===== src/rtl/rtc_pkg.sv =====
package rtc_pkg;
  localparam int NUM_PST   = 6;
  localparam int NUM_SLOT  = NUM_PST + 2;
  localparam int SLOT_ALRM = NUM_PST;
  localparam int SLOT_SECS = NUM_PST + 1;

  localparam logic [3:0] PG_CTRL = 4'h0;
  localparam logic [3:0] PG_STAT = 4'h1;
  localparam logic [3:0] PG_SECS = 4'h3;
  localparam logic [3:0] PG_ALRM = 4'h4;
  localparam logic [3:0] PG_WDOG = 4'h5;
  localparam logic [3:0] PG_PST0 = 4'h6;

  typedef enum logic [1:0] {
    OP_WRITE = 2'd0,
    OP_SET   = 2'd1,
    OP_CLEAR = 2'd2,
    OP_RSVD  = 2'd3
  } wr_op_e;

  localparam int CB_ALRM_IE  = 0;
  localparam int CB_MS_IE    = 1;
  localparam int CB_PEND     = 2;
  localparam int CB_WDOG_EN  = 4;
  localparam int PB_WAKE_EN  = 1;
  localparam int PB_ALRM_EN  = 2;
  localparam int PB_WAKE_FLG = 7;
  localparam int PB_WDOG_ARM = 31;

  function automatic logic [31:0] merge_write(logic [31:0] old, logic [31:0] d, wr_op_e op);
    case (op)
      OP_WRITE: return d;
      OP_SET:   return old | d;
      OP_CLEAR: return old & ~d;
      default:  return old;
    endcase
  endfunction
endpackage


===== src/rtl/rtc_timebase.sv =====
module rtc_timebase #(
  parameter int TICKS_PER_SEC = 32,
  parameter int TICKS_PER_MS  = 4
) (
  input  logic clk_i,
  input  logic rst_ni,
  input  logic slow_tick_i,
  output logic sec_tick_o,
  output logic ms_tick_o
);
  localparam int SCW = $clog2(TICKS_PER_SEC + 1);
  localparam int MCW = $clog2(TICKS_PER_MS + 1);

  logic [SCW-1:0] sec_q;
  logic [MCW-1:0] ms_q;

  assign sec_tick_o = slow_tick_i && (sec_q == SCW'(TICKS_PER_SEC - 1));
  assign ms_tick_o  = slow_tick_i && (ms_q == MCW'(TICKS_PER_MS - 1));

  always_ff @(posedge clk_i or negedge rst_ni) begin
    if (!rst_ni) begin
      sec_q <= '0;
      ms_q  <= '0;
    end else if (slow_tick_i) begin
      sec_q <= sec_tick_o ? '0 : sec_q + 1'b1;
      ms_q  <= ms_tick_o ? '0 : ms_q + 1'b1;
    end
  end

  // prescaler stays inside its period
  a_r9_ms_in_range: assert property (@(posedge clk_i) disable iff (!rst_ni)
    ms_q <= MCW'(TICKS_PER_MS - 1));
  a_r5_sec_in_range: assert property (@(posedge clk_i) disable iff (!rst_ni)
    sec_q <= SCW'(TICKS_PER_SEC - 1));
endmodule


===== src/rtl/rtc_copy_seq.sv =====
module rtc_copy_seq #(
  parameter int NUM_SLOT   = 8,
  parameter int COPY_TICKS = 1
) (
  input  logic                        clk_i,
  input  logic                        rst_ni,
  input  logic                        slow_tick_i,
  input  logic [NUM_SLOT-1:0]         stale_i,
  output logic                        copy_o,
  output logic [$clog2(NUM_SLOT)-1:0] slot_o
);
  localparam int SW = $clog2(NUM_SLOT);
  localparam int CW = $clog2(COPY_TICKS + 1);

  logic          busy_q;
  logic [SW-1:0] slot_q, pick;
  logic [CW-1:0] cnt_q;

  // lowest stale index goes first
  always_comb begin
    pick = '0;
    for (int i = NUM_SLOT - 1; i >= 0; i--)
      if (stale_i[i]) pick = SW'(i);
  end

  assign copy_o = busy_q && slow_tick_i && (cnt_q == CW'(COPY_TICKS - 1));
  assign slot_o = slot_q;

  always_ff @(posedge clk_i or negedge rst_ni) begin
    if (!rst_ni) begin
      busy_q <= 1'b0;
      slot_q <= '0;
      cnt_q  <= '0;
    end else if (!busy_q) begin
      if (|stale_i) begin
        busy_q <= 1'b1;
        slot_q <= pick;
        cnt_q  <= '0;
      end
    end else if (slow_tick_i) begin
      if (copy_o) busy_q <= 1'b0;
      else        cnt_q  <= cnt_q + 1'b1;
    end
  end

  // a copy always targets a register that is still stale
  a_r4_copy_hits_stale: assert property (@(posedge clk_i) disable iff (!rst_ni)
    copy_o |-> stale_i[slot_o]);
endmodule


===== src/rtl/rtc_wdog.sv =====
module rtc_wdog #(
  parameter int W = 32
) (
  input  logic         clk_i,
  input  logic         rst_ni,
  input  logic         ms_tick_i,
  input  logic         run_i,
  input  logic         load_i,
  input  logic [W-1:0] load_val_i,
  output logic [W-1:0] count_o,
  output logic         bite_o
);
  logic [W-1:0] cnt_q;
  logic         bite_q;
  logic         step;

  assign step    = run_i && ms_tick_i && (cnt_q != '0) && !load_i;
  assign count_o = cnt_q;
  assign bite_o  = bite_q;

  always_ff @(posedge clk_i or negedge rst_ni) begin
    if (!rst_ni) begin
      cnt_q  <= '0;
      bite_q <= 1'b0;
    end else begin
      bite_q <= step && (cnt_q == W'(1));
      if (load_i)    cnt_q <= load_val_i;
      else if (step) cnt_q <= cnt_q - 1'b1;
    end
  end

  // pulse only at zero and only from a running watchdog
  a_r10_bite_at_zero: assert property (@(posedge clk_i) disable iff (!rst_ni)
    bite_o |-> (count_o == '0));
  a_r10_bite_needs_run: assert property (@(posedge clk_i) disable iff (!rst_ni)
    bite_o |-> $past(run_i));
endmodule


===== src/rtl/rtc_shadow.sv =====
module rtc_shadow
  import rtc_pkg::*;
#(
  parameter int TICKS_PER_SEC = 32,
  parameter int TICKS_PER_MS  = 4,
  parameter int COPY_TICKS    = 1
) (
  input  logic        clk_i,
  input  logic        rst_ni,
  input  logic        slow_tick_i,
  input  logic        bus_we_i,
  input  logic [7:0]  bus_addr_i,
  input  logic [31:0] bus_wdata_i,
  output logic [31:0] bus_rdata_o,
  output logic        alarm_irq_o,
  output logic        ms_irq_o,
  output logic        wdog_rst_o
);
  localparam int SW = $clog2(NUM_SLOT);

  logic [3:0] page;
  wr_op_e     op;
  assign page = bus_addr_i[7:4];
  assign op   = wr_op_e'(bus_addr_i[3:2]);

  logic sec_tick, ms_tick, copy_v;
  logic [SW-1:0] copy_slot;

  logic alen_q, msen_q, wden_q, pend_q, wake_q;
  logic [31:0] ctrl_rd, ctrl_nx;
  logic [31:0] sh_p [NUM_PST];
  logic [31:0] live_p [NUM_PST];
  logic [31:0] sh_alarm, live_alarm, sh_secs, live_sec, wdog_cnt;
  logic [NUM_SLOT-1:0] stale_q, stale_hit;
  logic wr_ctrl, clr_pend, clr_wake, alarm_match;

  rtc_timebase #(.TICKS_PER_SEC(TICKS_PER_SEC), .TICKS_PER_MS(TICKS_PER_MS)) u_tb (
    .clk_i, .rst_ni, .slow_tick_i, .sec_tick_o(sec_tick), .ms_tick_o(ms_tick));

  rtc_copy_seq #(.NUM_SLOT(NUM_SLOT), .COPY_TICKS(COPY_TICKS)) u_seq (
    .clk_i, .rst_ni, .slow_tick_i, .stale_i(stale_q), .copy_o(copy_v), .slot_o(copy_slot));

  rtc_wdog #(.W(32)) u_wdog (
    .clk_i, .rst_ni, .ms_tick_i(ms_tick),
    .run_i(wden_q && live_p[1][PB_WDOG_ARM]),
    .load_i(bus_we_i && page == PG_WDOG), .load_val_i(bus_wdata_i),
    .count_o(wdog_cnt), .bite_o(wdog_rst_o));

  // control word
  assign ctrl_rd  = {27'b0, wden_q, 1'b0, pend_q, msen_q, alen_q};
  assign ctrl_nx  = merge_write(ctrl_rd, bus_wdata_i, op);
  assign wr_ctrl  = bus_we_i && page == PG_CTRL;
  assign clr_pend = wr_ctrl && op == OP_CLEAR && bus_wdata_i[CB_PEND];
  assign clr_wake = bus_we_i && page == PG_PST0 && op == OP_CLEAR && bus_wdata_i[PB_WAKE_FLG];
  assign alarm_match = live_p[0][PB_ALRM_EN] && (live_sec == live_alarm);

  always_ff @(posedge clk_i or negedge rst_ni) begin
    if (!rst_ni) begin
      alen_q <= 1'b0;
      msen_q <= 1'b0;
      wden_q <= 1'b0;
      pend_q <= 1'b0;
      wake_q <= 1'b0;
    end else begin
      if (wr_ctrl) begin
        alen_q <= ctrl_nx[CB_ALRM_IE];
        msen_q <= ctrl_nx[CB_MS_IE];
        wden_q <= ctrl_nx[CB_WDOG_EN];
      end
      // a match in the same cycle outranks the clear
      pend_q <= alarm_match | (pend_q & ~clr_pend);
      wake_q <= (alarm_match & live_p[0][PB_WAKE_EN]) | (wake_q & ~clr_wake);
    end
  end

  // write hits on shadowed registers
  for (genvar g = 0; g < NUM_PST; g++) begin : g_hit
    assign stale_hit[g] = bus_we_i && page == 4'(PG_PST0 + g);
  end
  assign stale_hit[SLOT_ALRM] = bus_we_i && page == PG_ALRM;
  assign stale_hit[SLOT_SECS] = bus_we_i && page == PG_SECS;

  always_ff @(posedge clk_i or negedge rst_ni) begin
    if (!rst_ni) begin
      for (int i = 0; i < NUM_PST; i++) begin
        sh_p[i]   <= '0;
        live_p[i] <= '0;
      end
      sh_alarm   <= '0;
      live_alarm <= '0;
      sh_secs    <= '0;
      live_sec   <= '0;
      stale_q    <= '0;
    end else begin
      for (int i = 0; i < NUM_PST; i++) begin
        if (stale_hit[i]) sh_p[i] <= merge_write(sh_p[i], bus_wdata_i, op);
        if (copy_v && copy_slot == SW'(i)) live_p[i] <= sh_p[i];
      end
      if (stale_hit[SLOT_ALRM]) sh_alarm <= bus_wdata_i;
      if (stale_hit[SLOT_SECS]) sh_secs  <= bus_wdata_i;
      if (copy_v && copy_slot == SW'(SLOT_ALRM)) live_alarm <= sh_alarm;
      if (copy_v && copy_slot == SW'(SLOT_SECS)) live_sec <= sh_secs;
      else if (sec_tick)                         live_sec <= live_sec + 1'b1;
      // a new write keeps the flag up even if its copy completes now
      for (int i = 0; i < NUM_SLOT; i++)
        stale_q[i] <= stale_hit[i] | (stale_q[i] & ~(copy_v && copy_slot == SW'(i)));
    end
  end

  always_comb begin
    bus_rdata_o = '0;
    case (page)
      PG_CTRL: bus_rdata_o = ctrl_rd;
      PG_STAT: bus_rdata_o = {1'b1, 7'b0, stale_q, 16'b0};
      PG_SECS: bus_rdata_o = live_sec;
      PG_ALRM: bus_rdata_o = sh_alarm;
      PG_WDOG: bus_rdata_o = wdog_cnt;
      default: begin
        for (int i = 0; i < NUM_PST; i++)
          if (page == 4'(PG_PST0 + i)) bus_rdata_o = sh_p[i];
        if (page == PG_PST0) bus_rdata_o[PB_WAKE_FLG] = sh_p[0][PB_WAKE_FLG] | wake_q;
      end
    endcase
  end

  assign alarm_irq_o = pend_q & alen_q;
  assign ms_irq_o    = ms_tick & msen_q;

  logic [31:0] unused_live;
  logic        unused_misc;
  always_comb begin
    unused_live = '0;
    for (int i = 0; i < NUM_PST; i++) unused_live = unused_live ^ live_p[i];
  end
  assign unused_misc = ^{bus_addr_i[1:0], ctrl_nx};

  // flags drop at most one per cycle
  a_r4_one_clear: assert property (@(posedge clk_i) disable iff (!rst_ni)
    $countones($past(stale_q) & ~stale_q) <= 1);
  // a write leaves its flag raised
  a_r3_alarm_stale: assert property (@(posedge clk_i) disable iff (!rst_ni)
    stale_hit[SLOT_ALRM] |=> stale_q[SLOT_ALRM]);
  // seconds moves only by one step or by a copy
  a_r5_sec_step: assert property (@(posedge clk_i) disable iff (!rst_ni)
    !$stable(live_sec) |-> (live_sec == $past(live_sec) + 32'd1) ||
                           $past(copy_v && copy_slot == SW'(SLOT_SECS)));
  // a match raises pending
  a_r6_match_sets: assert property (@(posedge clk_i) disable iff (!rst_ni)
    alarm_match |=> pend_q);
  // pending drops only after a clear-bits write
  a_r7_pend_clear: assert property (@(posedge clk_i) disable iff (!rst_ni)
    $fell(pend_q) |-> $past(clr_pend));
  // wake flag drops only after its clear
  a_r8_wake_clear: assert property (@(posedge clk_i) disable iff (!rst_ni)
    $fell(wake_q) |-> $past(clr_wake));
endmodule


===== config.mk =====
export PLATFORM = sky130hd
export DESIGN_NAME = rtc_shadow
export DESIGN_NICKNAME = d
export VERILOG_FILES = /design/src/rtl/rtc_pkg.sv /design/src/rtl/rtc_timebase.sv /design/src/rtl/rtc_copy_seq.sv /design/src/rtl/rtc_wdog.sv /design/src/rtl/rtc_shadow.sv
export SDC_FILE = /design/constraint.sdc
export NUM_CORES = 1
export LEC_CHECK = 0
export CORE_ASPECT_RATIO = 2
export CORE_MARGIN = 10
export CORE_UTILIZATION = 31
export DETAILED_ROUTE_END_ITERATION = 8
export GPL_ROUTABILITY_DRIVEN = 0
export HOLD_SLACK_MARGIN = 0.06
export PLACE_DENSITY_LB_ADDON = 0.12
export SLEW_MARGIN = 25
export SYNTH_ARGS = -nofsm -noshare
export SYNTH_HDL_FRONTEND = slang
export SYNTH_SLANG_ARGS = --single-unit

===== constraint.sdc =====
create_clock -name clk_i -period 7.97 [get_ports clk_i]
set_input_delay 1.1955 -clock clk_i [delete_from_list [all_inputs] [get_ports clk_i]]
set_output_delay 1.1955 -clock clk_i [all_outputs]
set_load 0.02 [all_outputs]

======== After elaboration in Yosys (flattened, before gate mapping) ========
Index checks and enable logic that the tools add are counted.
storage, ports and cells
  output and inout port bits .............. 35
  bits in registers ....................... 415
  logic and storage cells ................. 194
  bits of input ports ..................... 44
operators by class
  reductions and logical operators ........ 51
  bitwise gates (word level) .............. 51
  eq/ne operators ......................... 25
  mux-type cells .......................... 37
  add/subtract/negate cells ............... 5
operators with widths
  cell                   count
  $pmux 32 s3            6
  $mux 32                10
  $and 32x32->32         6
  $or 32x32->32          6
  $pmux 32 s5            1
  $add 32x1->32 const B  1
  $eq 32x1->1 const B    1
  $eq 32x32->1           1
  $logic_and 1x1->1      32
  $not 32->32            1
  $reduce_bool 32->1     1
  $sub 32x1->32 const B  1
  $mux 3                 9
  $eq 4x3->1 const B     4
  $eq 4x4->1 const B     4
  $reduce_and 2->1       8
  $pmux 5 s3             1
  $and 1x1->1            13
  $eq 3x3->1 const B     4
  $not 1->1              12
  $or 1x1->1             11
  $eq 3x2->1 const B     3
  $mux 1                 9
  $reduce_or 8->1        1
  20 further kinds       23

======== Longest topological paths before layout ========
  depth after elaboration ................. 9
  gate-level depth with buffers ........... 9
  mapped depth without buffers ............ 8

======== Cells and area by module ========
Synthesis repeated with hierarchy kept, for this count alone.
unflattened totals
  cell total of the unflattened synthesis .. 2004
  area, all modules ....................... 18969.4 µm²
modules (own cells, without submodules)
  module        area each (µm²)  instances  seq. area each (µm²)  cells an instance
  rtc_shadow    16138.0          1          8408.1                1691
  rtc_wdog      2119.5           1          825.8                 248
  rtc_timebase  426.7            1          225.2                 36
  rtc_copy_seq  285.3            1          125.1                 29

======== Least setup slack after synthesis ========
OpenSTA, ideal clock, no wires.
  path type ............................... input -> output
  start ................................... input bus_addr_i[4]
  end ..................................... output bus_rdata_o[7]
  arrival time ............................ 3.029 ns
  slack ................................... 3.745 ns
  required time ........................... 6.775 ns
  cell stages on the path ................. 6
  path buffers ............................ 2
  cell sequence ........................... clkbuf_1 nand2b_1 nor3b_1 clkbuf_1 a211oi_1 o31ai_1
on the way
  cells in the longest elaborated chain, start to end .. 9
  elaborated cells on any way between the ends .. 19
  those cells by class .................... eq/ne (10); mux (8); reduce/logical (1)
ends and longest elaborated chain
  item                   RTL line                              text
  start, declared        rtc_shadow.sv:12                      input logic [7:0] bus_addr_i,
  $eq 4x3->1             rtc_shadow.sv:120, rtc_shadow.sv:121
  $mux 32 (6 in series)  rtc_shadow.sv:120                     if (page == 4'(PG_PST0 + i)) bus_rdata_o = sh_p[i];
  $mux 1                 rtc_shadow.sv:121                     if (page == PG_PST0) bus_rdata_o[PB_WAKE_FLG] = sh_p[0][PB_WAKE_FLG] | wake_q;
  $pmux 32 s5 *          rtc_shadow.sv:112                     case (page)
  end, declared          rtc_shadow.sv:14                      output logic [31:0] bus_rdata_o,
Every way passes the cells marked *; elsewhere a longest branch is shown, timed or not.

======== Final worst setup path ========
  start ................................... input bus_addr_i[7]
  end ..................................... output bus_rdata_o[29]
on the way
  cells in the longest elaborated chain, start to end .. 8
  elaborated cells on any way between the ends .. 18
  those cells by class .................... eq/ne (10); mux (7); reduce/logical (1)
ends and longest elaborated chain
  item                   RTL line
  $eq 4x3->1             rtc_shadow.sv:120
  $mux 32 (6 in series)  rtc_shadow.sv:120
  $pmux 32 s5 *          rtc_shadow.sv:112
Marks and branches as above.

==> results.md <==
* Power, Total at 0.00610 W
* Worst-path clk slew at 0.06 ns
* Initial Util at 31.2%
* Sum Neg Setup Slack at 0 ns
* Core area at 59000 µm²
* Pwr/cell area at 289 nW/µm²
* Crit path cell chain: clkdlybuf4s50_1, nor2b_1, nor2b_4, buf_4, a22oi_1, nand3_1, nor2_1, a21oi_1, clkdlybuf4s50_1
* Iteration-0 DRC count of the detailed router at 1431
* Clock share of power at 29.6%
* First-pass GRT wire length at 99.6 mm
* Total net switching power at 0.00207 W
* Post-CTS Resized at 0
* Nets@finish at 2017
* Most used DFF post-synth: dfrtp_1
* Grt met3 use at 2.11%
* Filler instances at 6074
* Skew-Pair Late Insertion Delay at 0.57 ns
* Worst-margin pin slew at 0.955 ns
* Die H at 364 µm
* Post-CTS Hold Buffers at 0
* Layout cells sized above 1 at 8.94%
* # rows at 126
* CTS Root Buffer Type: clkbuf_16
* Syn avg cell area at 9.32 µm²
* Rel. slew slack at 35.9%
* Via density at 5.49
* CP dominant cell by count: clkdlybuf4s50_1
* Synth cell types at 58
* GR Util All Layers at 18.9%
* Met1 GRT Util at 22.9%
* Final Skew at 0.0205 ns
* Ant diodes at 0
* Slew Viols, Final at 0
* Port Buffers at 76
* Setup CP Type: in -> out
* Clk sinks at 383
* Synth warn at 0
* Post-DRT Antenna Nets at 0
* Die Width at 192 µm
* Worst Hold Class: reg -> reg
* Total wire length at 67.0 mm
* Number of global-route vias before repair at 15100
* Footprint of the multi-input gates at 8140 µm²
* Sequential Area at 9580 µm²
* Final Hold Viols at 0
* Critical Path AT at 4.76 ns
* Syn_nets at 2026
* CP max stage delay at 0.84 ns
* CP Data Required Time at 6.77 ns
* Total internal power at 0.00402 W
* Flop pwr share at 48.9%
* Sequential-to-total area share from yosys stat at 52.1%
* Final setup fails at 0
* Switching Share at 34.0%
* Element type at the critical path start: input port
* Post-synth ARST share at 100%
* Post-synth EDFFs at 0
* Combinational Power Share at 21.5%
* Synthesis-stage register bit count at 383
* Total of max-cap violations at 0
* CTS Buf Count at 39
* Status: finished, final reports clean
* Area growth, synth to finish at 14.9%
* CTS tree: built
* Vias post-DR at 15200
* Post-synthesis instance area at 18400 µm²
* Dpl hpwl at 46.4 mm
* CTS Buffer Depth at 3
* GRT busiest layer: met2
* TritonRoute pass-1 iters at 7
* Global routing usage on met2 at 32.8%
* Gate Count Post-Synth at 1973
* H-tree levels at 2
* Setup crit end kind: primary output
* Final min period at 5.95 ns
* Post-CTS Setup Bufs at 0
* GR Overflow Total at 0
* Leakage at 8.56 nW
* IO Count at 79
* Initial antenna violation count at 0
* Wire per inst at 24.3 µm
* RSZ-0062 raised after global routing: false
* Final core utilization at 35.8%
* CP max FO at 25
* Max VDD drop at 0.136 mV
* DRC errors left at 0
* Slowest CP cell: nor2b_4
* Fin crit share at 74.7%
* Fmax achieved at 168 MHz
* Die area at 70000 µm²
* Largest net degree at the start of global routing at 168
-- critical path, delay by kind of cell --
family	cells	cell delay [ns]
buf+inv	3	1.72
simple gates	4	1.44
compound gates	2	0.37
-- cells in the final DEF (no fill, tap or decap), types with 24 or more instances in the layout --
cell and instances:
nor3_1 24, a22oi_1 116, inv_1 45, a21oi_1 469
buf_4 35, xnor2_1 70, mux2_2 43, o21ai_0 131
nand3_1 57, nand2_1 170, clkdlybuf4s50_1 75, nor2_1 90
clkbuf_16 39, dfrtp_1 383
-- metal layers --
| layer | share of wire (%) | vias to the layer above |
|---|---|---|
| met5 | 0 | - |
| li1 | - | 7065 |
| met4 | 4.2 | 0 |
| met3 | 4.8 | 108 |
| met2 | 51 | 487 |
| met1 | 40 | 7499 |
-- final timing paths --
check	startpoint	cells after the start	end	slack [ns]
worst max-delay path	bus_addr_i[7]	9	bus_rdata_o[29]	2.02
worst min-delay path	u_tb.sec_q[4]$_DFFE_PN0P_	1	u_tb.sec_q[4]$_DFFE_PN0P_	0.48
worst max register to register	u_wdog.count_o[0]$_DFFE_PN0P_	8	u_wdog.count_o[22]$_DFFE_PN0P_	4.56
worst min register to register	u_tb.sec_q[4]$_DFFE_PN0P_	1	u_tb.sec_q[4]$_DFFE_PN0P_	0.48
max in group asynchronous	rst_ni	2	live_sec[4]$_DFFE_PN0P_	5.94
min in group asynchronous	rst_ni	1	sh_p[62]$_DFFE_PN0P_	0.61
-- synthesized netlist by cell type (4+ instances only) --
cell        n  area [µm²]
a22oi_1   116         871
clkbuf_1  157         589
nand4_1    20         125
inv_1      45         169
nor2b_1     8        50.1
mux2_2     43         484
ha_1        9         113
a22o_1      4        35.0
xor2_1     21         184
nor4_1     23         144
nor3_1     27         135
nand2b_1    9        56.3
or4_1       5        37.5
a222oi_1   19         190
dfrtp_1   383        9580
and2_1      6        37.5
xnor2_1    70         613
a21oi_1   470        2350
nor2_1     99         372
o22ai_1     4        25.0
a31oi_1    16         100
nand3b_1    5        37.5
o21ai_0   131         656
nand2_1   172         646
nand3_1    57         285
-- through the flow --
step	hold WS (ns)	worst slack (ns)	cells	cell area, µm²
after floorplan	0.439	3.75	1973	18400
after global placement	0.454	2.04	2691	19900
after detailed placement	0.464	2.03	2691	19900
after CTS	0.481	2.03	2760	21100
after global routing	0.494	1.82	2760	21100
final	0.476	2.02	2760	21100
-- flip-flops by register name, summed over array words and instances (netlist names) --
| name | flops |
|---|---|
| msen_q | 1 |
| live_p | 3 |
| u_wdog.bite_o | 1 |
| u_wdog.count_o | 32 |
| u_seq.busy_q | 1 |
| wden_q | 1 |
| u_tb.sec_q | 6 |
| live_alarm | 32 |
| pend_q | 1 |
| sh_secs | 32 |
| stale_q | 8 |
| u_seq.slot_o | 3 |
| sh_p | 192 |
| sh_alarm | 32 |
| alen_q | 1 |
| wake_q | 1 |
| u_tb.ms_q | 3 |
| u_seq.cnt_q | 1 |
| live_sec | 32 |
-- final cells by class --
class / instances / area share (%)
sequential: 383 / 45.4
multi-input combinational: 1382 / 38.6
clock buffer: 56 / 5.16
timing repair buffer: 113 / 5.02
tap: 768 / 4.55
inverter: 45 / 0.800
clock inverter: 13 / 0.510
-- cells by family after synthesis --
| family | Yosys count | share of synthesized area, % |
|---|---|---|
| buffers and inverters | 208 | 4.32 |
| AND/OR/NAND/NOR | 457 | 11.8 |
| flip-flops | 383 | 52.1 |
| adder cells (fa/ha/maj) | 9 | 0.613 |
| XOR/XNOR | 91 | 4.34 |
| multiplexers | 43 | 2.63 |
| AO/OA/AOI/OAI | 782 | 24.2 |
-- power groups by stage --
stage               clock [W]  sequential (W)  combinational (W)
global placement            0         0.00299            0.00130
finish                0.00181         0.00299            0.00131
detailed placement          0         0.00300            0.00133
CTS                   0.00186         0.00297            0.00133
global route          0.00193         0.00305            0.00146
floorplan                   0         0.00280           0.000931
No activity file was read; power rests on OpenSTA's default activity.
